## src/rtl/pwr_guard_pkg.sv

```systemverilog
package pwr_guard_pkg;
   typedef enum logic [1:0] {
      GS_LOCK = 2'd0,
      GS_WAKE = 2'd1,
      GS_RUN  = 2'd2,
      GS_FALL = 2'd3
   } guard_st_t;
endpackage

```

## src/rtl/pwr_guard_sync.sv

```systemverilog
module pwr_guard_sync #(
   parameter int WIDTH  = 2,
   parameter int STAGES = 2
) (
   input  logic             clk,
   input  logic             rst_n,
   input  logic [WIDTH-1:0] d_i,
   output logic [WIDTH-1:0] q_o
);
   logic [WIDTH-1:0] stg [STAGES];

   genvar gi;
   generate
      for (gi = 0; gi < STAGES; gi++) begin : g_stage
         if (gi == 0) begin : g_first
            always_ff @(posedge clk or negedge rst_n) begin
               if (!rst_n) stg[gi] <= '0;
               else        stg[gi] <= d_i;
            end
         end else begin : g_next
            always_ff @(posedge clk or negedge rst_n) begin
               if (!rst_n) stg[gi] <= '0;
               else        stg[gi] <= stg[gi-1];
            end
         end
      end
   endgenerate

   assign q_o = stg[STAGES-1];
endmodule

```

## src/rtl/pwr_guard_seq.sv

```systemverilog
module pwr_guard_seq
   import pwr_guard_pkg::*;
#(
   parameter int PROTECT_CYC = 1000,
   parameter int RECOVER_CYC = 25000,
   localparam int MAXC = (PROTECT_CYC > RECOVER_CYC) ? PROTECT_CYC : RECOVER_CYC,
   localparam int CW   = $clog2(MAXC + 1)
) (
   input  logic clk,
   input  logic rst_n,
   input  logic pg_s,
   input  logic floor_s,
   output logic pass_o
);
   guard_st_t      st_q;
   logic [CW-1:0]  cnt_q;
   logic           floor_d;
   logic           floor_drop;
   logic           both_up;

   assign floor_drop = floor_d & ~floor_s;
   assign both_up    = pg_s & floor_s;

   always_ff @(posedge clk or negedge rst_n) begin
      if (!rst_n) floor_d <= 1'b0;
      else        floor_d <= floor_s;
   end

   always_ff @(posedge clk or negedge rst_n) begin
      if (!rst_n) begin
         st_q  <= GS_LOCK;
         cnt_q <= '0;
      end else begin
         unique case (st_q)
            GS_LOCK: begin
               if (both_up) begin
                  st_q  <= GS_WAKE;
                  cnt_q <= CW'(RECOVER_CYC - 1);
               end
            end
            GS_WAKE: begin
               if (!both_up)          st_q  <= GS_LOCK;
               else if (cnt_q == '0)  st_q  <= GS_RUN;
               else                   cnt_q <= cnt_q - 1'b1;
            end
            GS_RUN: begin
               if (!pg_s) begin
                  st_q  <= GS_FALL;
                  cnt_q <= CW'(PROTECT_CYC - 1);
               end
            end
            GS_FALL: begin
               if (pg_s)              st_q  <= GS_RUN;
               else if (floor_drop)   cnt_q <= CW'(PROTECT_CYC - 1);
               else if (cnt_q == '0)  st_q  <= GS_LOCK;
               else                   cnt_q <= cnt_q - 1'b1;
            end
            default: st_q <= GS_LOCK;
         endcase
      end
   end

   assign pass_o = (st_q == GS_RUN) || (st_q == GS_FALL);
endmodule

```

## src/rtl/pwr_guard_gate.sv

```systemverilog
module pwr_guard_gate (
   input  logic pass_i,
   input  logic ce_n_i,
   input  logic we_n_i,
   input  logic oe_n_i,
   output logic ce_q_n_o,
   output logic we_q_n_o,
   output logic oe_q_n_o
);
   logic wr_req;
   logic rd_req;

   assign wr_req = ~ce_n_i & ~we_n_i;
   assign rd_req = ~ce_n_i & ~oe_n_i & we_n_i;

   always_comb begin
      ce_q_n_o = 1'b1;
      we_q_n_o = 1'b1;
      oe_q_n_o = 1'b1;
      if (pass_i) begin
         ce_q_n_o = ce_n_i;
         we_q_n_o = ~wr_req;
         oe_q_n_o = ~rd_req;
      end
   end
endmodule

```

## src/rtl/pwr_guard.sv

```systemverilog
module pwr_guard #(
   parameter int PROTECT_CYC = 1000,
   parameter int RECOVER_CYC = 25000,
   parameter int SYNC_STAGES = 2
) (
   input  logic clk,
   input  logic rst_n,
   input  logic pg_i,
   input  logic floor_ok_i,
   input  logic ce_n_i,
   input  logic we_n_i,
   input  logic oe_n_i,
   output logic ce_q_n_o,
   output logic we_q_n_o,
   output logic oe_q_n_o,
   output logic inputs_ok_o
);
   generate
      if (PROTECT_CYC < 1) begin : g_bad_protect
         $error("PROTECT_CYC must be at least 1");
      end
      if (RECOVER_CYC < 1) begin : g_bad_recover
         $error("RECOVER_CYC must be at least 1");
      end
      if (SYNC_STAGES < 2) begin : g_bad_sync
         $error("SYNC_STAGES must be at least 2");
      end
   endgenerate

   logic [1:0] flags_s;
   logic       pass;

   pwr_guard_sync #(.WIDTH(2), .STAGES(SYNC_STAGES)) u_sync (
      .clk   (clk),
      .rst_n (rst_n),
      .d_i   ({floor_ok_i, pg_i}),
      .q_o   (flags_s)
   );

   pwr_guard_seq #(.PROTECT_CYC(PROTECT_CYC), .RECOVER_CYC(RECOVER_CYC)) u_seq (
      .clk     (clk),
      .rst_n   (rst_n),
      .pg_s    (flags_s[0]),
      .floor_s (flags_s[1]),
      .pass_o  (pass)
   );

   pwr_guard_gate u_gate (
      .pass_i   (pass),
      .ce_n_i   (ce_n_i),
      .we_n_i   (we_n_i),
      .oe_n_i   (oe_n_i),
      .ce_q_n_o (ce_q_n_o),
      .we_q_n_o (we_q_n_o),
      .oe_q_n_o (oe_q_n_o)
   );

   assign inputs_ok_o = pass;
endmodule

```

## config.mk

```make
export PLATFORM = sky130hd
export DESIGN_NAME = pwr_guard
export DESIGN_NICKNAME = d
export VERILOG_FILES = /design/src/rtl/pwr_guard_pkg.sv /design/src/rtl/pwr_guard_sync.sv /design/src/rtl/pwr_guard_seq.sv /design/src/rtl/pwr_guard_gate.sv /design/src/rtl/pwr_guard.sv
export SDC_FILE = /design/constraint.sdc
export NUM_CORES = 1
export LEC_CHECK = 0
export ABC_AREA = 1
export BUFFER_PORTS_ARGS = -buffer_cell sky130_fd_sc_hd__buf_2
export CORE_UTILIZATION = 55
export CTS_BUF_LIST = sky130_fd_sc_hd__clkbuf_8
export CTS_CLUSTER_SIZE = 8
export DETAILED_ROUTE_END_ITERATION = 10
export PLACE_DENSITY = 0.77
export REMOVE_ABC_BUFFERS = 1
export SLEW_MARGIN = 10
export SYNTH_ARGS = -nofsm -noshare
export SYNTH_HDL_FRONTEND = slang
export SYNTH_SLANG_ARGS = --single-unit
```

## constraint.sdc

```tcl
create_clock -name clk -period 1.7 [get_ports clk]
set_clock_uncertainty 0.05 [all_clocks]
set_input_delay 0.34 -clock clk [delete_from_list [all_inputs] [get_ports clk]]
set_output_delay 0.34 -clock clk [all_outputs]
set_load 0.02 [all_outputs]
```

==> results_dict.tcl, run 1 <==
set metrics [dict create \
    drv_slew 0 \
    synth_edf_count 0 \
    pwr-share-seq_pct 37.1 \
    start_kind "register" \
    die_w_um 50.8 \
    core_um2 2230 \
    syn_inst 173 \
    tritoncts "done" \
    comb_power_share_pct 44.8 \
    fmax_ghz 0.601 \
    synth_warnings 0 \
    drc_errors 0 \
    antenna_cells 0 \
    synth.most_common_cell "nand2_1" \
    clock-sinks 22 \
    syn-cell-area_um2 1310 \
    post_synth.cell_area_avg_um2 7.58 \
    ys.flop_type "dfrtp_1" \
    period_needed_ns 1.66 \
    p_int_mw 1.20 \
    path_max_fanout 4 \
    switchingPower_uw 895 \
    path_cells "inv_2 > ha_4 > inv_2 > nor2_1 > nand2_1 > nor2_4 > nand2_4 > nand2_4 > nor2_4 > nand2_2 > nand2_2 > nand2_1 > nor2_1" \
    io_buffers 10 \
    clockRootBuffer "clkbuf_8" \
    crit_arrival_ns 1.78 \
    power.density_cell_area_nw_per_um2 1300 \
    clk_path_buf_depth 2 \
    drive_above_1_share_pct 29.9 \
    cpPeakStageDelay_ns 0.40 \
    slew_headroom_pct 67.8 \
    min_path_type "input port to register" \
    die-area_um2 2580 \
    tns_ns 0 \
    hold_violations 0 \
    final_nets 207 \
    ant_nets 0 \
    synth_top_area_share_pct 42.0 \
    ys_ff_latch 22 \
    peakVddDrop_uv 992 \
    rsz0062_at_grt "yes" \
    antenna_found_initial 0 \
    insertion_delay_ns 0.27 \
    grt_start_max_net_pins 23 \
    initial_core_util_pct 58.7 \
    synth_top_cell_by_area "dfrtp_1" \
    place_ws_ns -0.0246 \
    nFillCells 160 \
    grt_pass1_vias 1114 \
    setup_slack_ns 0.0352 \
    synth-async-reset-ratio_pct 100 \
    vias_per_cell 5.61 \
    worstSetupPathType "register to register" \
    clkSlewWorstSetupHoldPaths_ns 0.08 \
    die_h_um 50.8 \
    worst_pin_slew_ns 0.483 \
    overflow 0 \
    dr.pass1.iters 4 \
    wl_per_cell_um 14.1 \
    synth_cell_types 28 \
    yosysSeqAreaShare_pct 42.0 \
    routabilityCongestion 0.911 \
    grt_pass1_wl_um 4930 \
    dp_hpwl_um 2170 \
    drv_cap 0 \
    pin_count 11 \
    sw_frac_of_total_pct 42.7 \
    htreeDepth 1 \
    grt_usage_pct 26.4 \
    setup_viol 0 \
    synthTopCellsByCount "nand2_1 (33), nor2_1 (23), dfrtp_1 (22), inv_1 (22), nand3_1 (17)" \
    wirelength_um 3180 \
    drt_iter0_drc 64 \
    post-route-period-util_pct 97.9 \
    p_leak_nw 0.762 \
    crit_required_ns 1.81 \
    cp-end-kind "register" \
    areaGrowthSynthToFinish_pct 23.2 \
    slowest_stage "dfrtp_1" \
    rows 17 \
    numCtsBuffers 3 \
    status "completed" \
    cp.buffers_inverters 2 \
    synthTopCellsByArea "dfrtp_1 (42%), nand2_1 (9.4%), nor2_1 (6.6%)" \
    cp_top_family "simple AND/OR/NAND/NOR gates" \
    pwr-share-clk_pct 18.0 \
    num_vias 1262 \
]
layer usage:
metal  track usage (%)  vias to the layer above  part of all wire (%)
li1                  -                      613                     -
met1              36.7                      600                    46
met2              40.4                       45                    47
met3              4.17                        4                   5.3
met4              12.5                        0                   1.7
met5                 0                        -                     0
stage by stage:
stage	hold slack, ns	cells	utilization [%]	total power [mW]	area, um2
global route	0.124	225	72.3	2.23	1620
global placement	0.277	215	63.8	1.50	1430
CTS	0.124	221	67.9	1.94	1520
floorplan	-0.00559	171	-	1.29	1290
detailed placement	0.286	215	63.8	1.54	1430
finish	0.124	225	72.3	2.10	1620
registers in the layout, summed over array words and instances, names as in the netlist:
register / flops
u_sync.q_o: 2
u_seq.floor_d: 1
u_sync.stg: 2
u_seq.st_q: 2
u_seq.cnt_q: 15
repair_timing:
| action | CTS | global route |
|---|---|---|
| hold buffers | 1 | 0 |
| endpoints found under the hold margin | 6 | 0 |
| setup endpoints to repair | 4 | 14 |
| buffers inserted | 1 | 4 |
| pin swaps | 0 | 7 |
| resized for setup | 6 | 23 |
cells by family (layout without fill, tap and decap cells):
group,count (synthesis),count (layout),synth area share (%)
buf+inv,28,52,8.87
fa+ha+maj,2,2,1.91
simple gates,96,96,35.5
flops,22,22,42.0
compound gates,25,25,11.7
cell type report:
cell class / instances / area (um2) / area share (%)
multi-input cells: 123 / 726 / 44.9
inverters: 26 / 100 / 6.20
well taps: 28 / 35.0 / 2.17
flip-flops and latches: 22 / 551 / 34.1
repair buffers: 22 / 149 / 9.22
clock buffers: 4 / 55.1 / 3.41
power groups by stage:
stage | Sequential [mW] | Combinational (mW) | Clock (mW)
floorplan | 0.764 | 0.529 | 0
global placement | 0.763 | 0.737 | 0
detailed placement | 0.771 | 0.772 | 0
CTS | 0.760 | 0.800 | 0.380
global route | 0.797 | 1.04 | 0.397
finish | 0.779 | 0.941 | 0.379
cell usage in the layout (no fill, tap or decap):
| cell | count |
|---|---|
| a21oi_4 | 1 |
| a31oi_1 | 1 |
| ha_4 | 1 |
| nor3_1 | 4 |
| nand3_2 | 5 |
| nor4_1 | 1 |
| nand3_1 | 15 |
| clkbuf_8 | 4 |
| a21boi_1 | 1 |
| dfrtp_1 | 22 |
| inv_1 | 17 |
| inv_4 | 1 |
| or2_4 | 2 |
| buf_6 | 1 |
| o21ai_0 | 10 |
| buf_4 | 11 |
| ha_1 | 1 |
| nand3_4 | 1 |
| nand2_4 | 2 |
| o21ai_2 | 2 |
| nor2_4 | 4 |
| buf_2 | 9 |
| o211ai_1 | 1 |
| o21ai_1 | 4 |
| nand3b_1 | 1 |
| nand2_2 | 2 |
| dlygate4sd3_1 | 1 |
| nand2_1 | 30 |
| a21oi_2 | 1 |
| nor2_1 | 22 |
| a21oi_1 | 3 |
| inv_2 | 8 |
| nor2_2 | 2 |
| nor3_4 | 1 |
| o21ai_4 | 1 |
| nand4_1 | 4 |
path summary, 6_finish.rpt:
check                           cells past startpoint                           to  slack, ns                  startpoint
max in group asynchronous                           2      u_sync.q_o[1]$_DFF_PN0_       0.76                       rst_n
worst min-delay path                                1      u_sync.stg[3]$_DFF_PN0_       0.12                  floor_ok_i
min in group asynchronous                           2  u_seq.cnt_q[14]$_DFFE_PN0P_       0.51                       rst_n
worst max-delay path                               13   u_seq.cnt_q[4]$_DFFE_PN0P_       0.04  u_seq.cnt_q[0]$_DFFE_PN0P_
worst max register to register                     13   u_seq.cnt_q[4]$_DFFE_PN0P_       0.04  u_seq.cnt_q[0]$_DFFE_PN0P_
worst min register to register                      0      u_sync.q_o[0]$_DFF_PN0_       0.30     u_sync.stg[2]$_DFF_PN0_
(Power assumes the default switching activity.)
==> run 2: changes to the inputs <==
CELL_PAD_IN_SITES_DETAIL_PLACEMENT = 0   (was not set)
CELL_PAD_IN_SITES_GLOBAL_PLACEMENT = 1   (was not set)
CORE_UTILIZATION = 41   (was 55)
PLACE_DENSITY = not set   (was 0.77)
PLACE_DENSITY_LB_ADDON = 0.1   (was not set)
==> run 2 against run 1 <==
The flow now finishes with violations (hold timing). Power up 2.1%. Critical path depth down 9. Core utilization down 20 points. Clock power up 31%. Register-to-register slack better by 0.03 ns. Non-clock buffer count down 3. Combinational power down 7.3%. Via count down 4.8%. Hold slack worse by 0.14 ns. Count of clock-buffer cells in the layout down 1. Sequential share of layout area up 0.40 points.
==> results_dict.tcl, run 2 (synthesis gave the netlist of run 1 again) <==
set metrics [dict create \
    final_nets 204 \
    tns_ns 0 \
    crit_arrival_ns 1.24 \
    core_um2 3050 \
    overflow 0 \
    rows 20 \
    areaGrowthSynthToFinish_pct 21.8 \
    status "complete, but fails checks" \
    pin_count 11 \
    setup.worst_path.start "u_seq.st_q[1]$_DFFE_PN0P_" \
    instances_no_fill 238 \
    nFillCells 298 \
    die_h_um 58.6 \
    vias_per_cell 5.05 \
    post-route-util_pct 52.3 \
    die_w_um 58.6 \
    die-area_um2 3430 \
    r2r_end "u_seq.cnt_q[3]$_DFFE_PN0P_" \
    crit_path_end "we_q_n_o" \
    post-route-period-util_pct 96.0 \
    start_kind "register" \
    worstSetupPathType "register to output port" \
    setup_slack_ns 0.0684 \
    largest_reg_flops 15 \
    total_power_mw 2.14 \
    drv_slew 0 \
    worst_pin_slew_ns 0.518 \
    drive_above_1_share_pct 27.3 \
    place_area_um2 1450 \
    min_path_type "input port to asynchronous set/reset pin" \
    fmax_ghz 0.613 \
    rsz0062_at_grt "yes" \
    grt_start_max_net_pins 23 \
    place_ws_ns -0.000454 \
    clkSlewWorstSetupHoldPaths_ns 0.09 \
    mostFrequentLayoutCell "nand2_1" \
    final_cell_mix "nand2_1 (30), dfrtp_1 (22), nor2_1 (20), inv_1 (19), nand3_1 (17)" \
    htreeDepth 1 \
    clockRootBuffer "clkbuf_8" \
    path_max_fanout 2 \
    initial_core_util_pct 43.0 \
    worst-path-stages 4 \
    setup_viol 0 \
    grt_pass1_vias 1139 \
    drv_cap 0 \
    r2r_cells 11 \
    routabilityCongestion 0.929 \
    cp-end-kind "output port" \
    io_buffers 10 \
    peakVddDrop_uv 510 \
    wirelength_um 2870 \
    clk_path_buf_depth 2 \
    hold_violations 22 \
    period_needed_ns 1.63 \
    tritoncts "done" \
    final_area_um2 1600 \
    top_register "u_seq.cnt_q" \
    hold_ws_ns -0.0181 \
    cp_top_family "simple AND/OR/NAND/NOR gates" \
    grt_usage_pct 19.4 \
    crit_required_ns 1.31 \
    num_vias 1201 \
    clock-sinks 22 \
    insertion_delay_ns 0.27 \
    cp.buffers_inverters 2 \
    ant_nets 0 \
    p_leak_nw 0.754 \
    cp_common_cell "or2_4" \
    dp_hpwl_um 2140 \
    dp.cells 232 \
    ff2ff_setup_slack_ns 0.07 \
    antenna_cells 0 \
    cpPeakStageDelay_ns 0.37 \
    slew_headroom_pct 65.5 \
    wl_per_cell_um 12.0 \
    reg2reg_from "u_seq.cnt_q[1]$_DFFE_PN0P_" \
    drt_iter0_drc 45 \
    slowest_stage "dfrtp_1" \
    power.density_cell_area_nw_per_um2 1340 \
    violations "hold timing" \
    dr.pass1.iters 4 \
    antenna_found_initial 0 \
    drc_errors 0 \
    grt_pass1_wl_um 4960 \
    numCtsBuffers 3 \
    path_cells "inv_2 > or2_4 > or2_4 > buf_6" \
]
[run 2: area by class of cell]
cell class,instances,area (um2),share of cell area (%)
inverters,26,100,6.27
multi-input cells,123,696,43.6
clock buffers,3,41.3,2.59
repair buffers,19,124,7.76
clock inverters,1,30.0,1.88
well taps,44,55.1,3.45
flip-flops and latches,22,551,34.5
[run 2: routing by layer]
layer	track usage (%)	vias up	wire length (um)
li1	-	602	-
met1	27.1	558	1460
met2	29.6	34	1230
met3	3.52	7	118
met4	8.50	0	53
met5	0	-	0
[run 2: where the power goes]
group | internal, mW | leakage [nW] | switching, mW
Sequential | 0.645 | 0.258 | 0.129
Clock | 0.315 | 0.0357 | 0.181
Combinational | 0.341 | 0.460 | 0.531
Total | 1.30 | 0.754 | 0.841
[run 2: what timing repair did]
| item | in CTS | in global routing |
|---|---|---|
| buffers inserted | 1 | 1 |
| pin swaps | 0 | 8 |
| setup endpoints to repair | 4 | 12 |
| hold buffers | 0 | 0 |
| resized for setup | 4 | 16 |
[run 2: how the worst min path moves through the flow]
stage | from | to | depth (start not counted)
5_1_grt | rst_n | u_seq.cnt_q[13]$_DFFE_PN0P_ | 1
4_1_cts | rst_n | u_seq.cnt_q[13]$_DFFE_PN0P_ | 1
2_1_floorplan | rst_n | u_seq.cnt_q[0]$_DFFE_PN0P_ | 0
3_3_place_gp | u_sync.stg[2]$_DFF_PN0_ | u_sync.q_o[0]$_DFF_PN0_ | 0
3_5_place_dp | u_sync.stg[3]$_DFF_PN0_ | u_sync.q_o[1]$_DFF_PN0_ | 0
6_report | rst_n | u_seq.cnt_q[13]$_DFFE_PN0P_ | 1
==> run 3: changes to the inputs <==
CTS_CLUSTER_DIAMETER = 150   (was not set)
PLACE_DENSITY_LB_ADDON = 0.12   (was 0.1)
==> run 3 against run 2 <==
Sequential power barely moved. Combinational power rose by 4.1%. Hold slack barely moved. Cell area rose by 2.4%. Count of clock-buffer cells in the layout did not move. Die area did not move. The flow still finishes with violations (hold timing). Global-route usage rose by 0.66 points. Critical path type unchanged. Largest power group unchanged. Worst setup slack got worse by 0.065 ns. Critical path depth did not move. Highest routed layer unchanged. Routed wire length rose by 4.0%.
==> results_dict.tcl, run 3 (synthesis gave the netlist of run 1 again) <==
set metrics [dict create \
    status "complete, but fails checks" \
    violations "hold timing" \
    crit_arrival_ns 1.31 \
    clkSlewWorstSetupHoldPaths_ns 0.09 \
    tns_ns 0 \
    cp-end-kind "output port" \
    dp_hpwl_um 2120 \
    fmax_ghz 0.590 \
    top_register "u_seq.cnt_q" \
    final_cell_mix "nand2_1 (31), nor2_1 (22), dfrtp_1 (22), inv_1 (19), nand3_1 (16)" \
    insertion_delay_ns 0.27 \
    clockRootBuffer "clkbuf_8" \
    vias_per_cell 5.02 \
    grt_pass1_vias 1070 \
    largest_reg_flops 15 \
    worstSetupPathType "register to output port" \
    r2r_end "u_seq.cnt_q[10]$_DFFE_PN0P_" \
    ff2ff_setup_slack_ns 0.06 \
    r2r_cells 12 \
    io_buffers 10 \
    post-route-period-util_pct 99.8 \
    hold_violations 22 \
    die_h_um 58.6 \
    wl_per_cell_um 12.3 \
    die_w_um 58.6 \
    antenna_found_initial 0 \
    routabilityCongestion 0.859 \
    num_vias 1221 \
    min_path_type "input port to asynchronous set/reset pin" \
    grt_start_max_net_pins 23 \
    clock-sinks 22 \
    numCtsBuffers 3 \
    rows 20 \
    grt_usage_pct 20.1 \
    drc_errors 0 \
    setup_viol 0 \
    crit_required_ns 1.31 \
    crit_path_end "we_q_n_o" \
    drv_slew 0 \
    hold_ws_ns -0.0178 \
    tritoncts "done" \
    dr.pass1.iters 4 \
    initial_core_util_pct 43.0 \
    total_power_mw 2.18 \
    die-area_um2 3430 \
    drv_cap 0 \
    power.density_cell_area_nw_per_um2 1330 \
    slew_headroom_pct 65.6 \
    mostFrequentLayoutCell "nand2_1" \
    grt_pass1_wl_um 5080 \
    final_nets 209 \
    period_needed_ns 1.70 \
    drive_above_1_share_pct 29.1 \
    peakVddDrop_uv 471 \
    cts-hold-fix-buffers 0 \
    core_um2 3050 \
    setup.worst_path.start "u_seq.st_q[1]$_DFFE_PN0P_" \
    path_max_fanout 2 \
    pin_count 11 \
    clk_path_buf_depth 2 \
    drt_iter0_drc 48 \
    ant_nets 0 \
    overflow 0 \
    rsz0062_at_grt "yes" \
    wirelength_um 2980 \
    p_leak_nw 0.763 \
    start_kind "register" \
    antenna_cells 0 \
    htreeDepth 1 \
    reg2reg_from "u_seq.cnt_q[1]$_DFFE_PN0P_" \
    areaGrowthSynthToFinish_pct 24.6 \
    worst_pin_slew_ns 0.515 \
]
run 3: changes by cell type in the layout (fill, tap and decap cells not counted), sizes merged:
cell,before,now
buf,19,24
run 3: power by group:
part	internal, mW	switching [mW]
clock network	0.315	0.183
registers	0.645	0.126
logic	0.366	0.543
total	1.33	0.852
run 3: how the worst min path moves through the flow:
| stage | endpoint | slack [ns] | cells past startpoint |
|---|---|---|---|
| 2_1_floorplan | u_seq.cnt_q[0]$_DFFE_PN0P_ | -0.006 | 0 |
| 3_3_place_gp | u_sync.q_o[1]$_DFF_PN0_ | 0.28 | 0 |
| 3_5_place_dp | u_sync.q_o[1]$_DFF_PN0_ | 0.28 | 0 |
| 4_1_cts | u_seq.cnt_q[14]$_DFFE_PN0P_ | 0.00002 | 1 |
| 5_1_grt | u_seq.st_q[1]$_DFFE_PN0P_ | 0.02 | 1 |
| 6_report | u_seq.cnt_q[14]$_DFFE_PN0P_ | -0.02 | 1 |
run 3: per-stage QoR:
step	utilization [%]	cell area, um2	std cells	worst slack [ns]	hold WS, ns
after global placement	47.8	1460	233	0.0282	0.283
after CTS	50.9	1560	239	-0.00420	0.0000162
after floorplan	-	1290	171	-0.0529	-0.00559
after detailed placement	47.8	1460	233	-0.0105	0.285
final	53.5	1630	243	0.00387	-0.0178
after global routing	53.5	1630	243	-0.0975	0.0173
run 3: worst max-delay path, cell delays in order (launching register included):
cell	delay, ns
dfrtp_1	0.37
inv_2	0.04
or2_2	0.27
or2_4	0.23
buf_6	0.13
run 3: layer usage:
metal	vias up	global-route usage (%)	wire length [um]
met2	34	28.6	1250
met1	565	30.2	1560
met4	0	9.18	55
met3	7	2.64	111
li1	615	-	-
met5	-	0	0
run 3: final cells by class:
cell class	count	area, um2
Sequential cell	22	551
Inverter	26	100
Fill cell	292	1420
Multi-Input combinational cell	123	696
Tap cell	44	55.1
Timing Repair Buffer	24	161
Clock inverter	1	30.0
Clock buffer	3	41.3
run 3: repair_timing:
action                     in CTS  in global routing
pin swaps                       1                  8
setup buffers                   2                  4
gates resized for setup         3                 16
setup endpoints to repair       3                 14
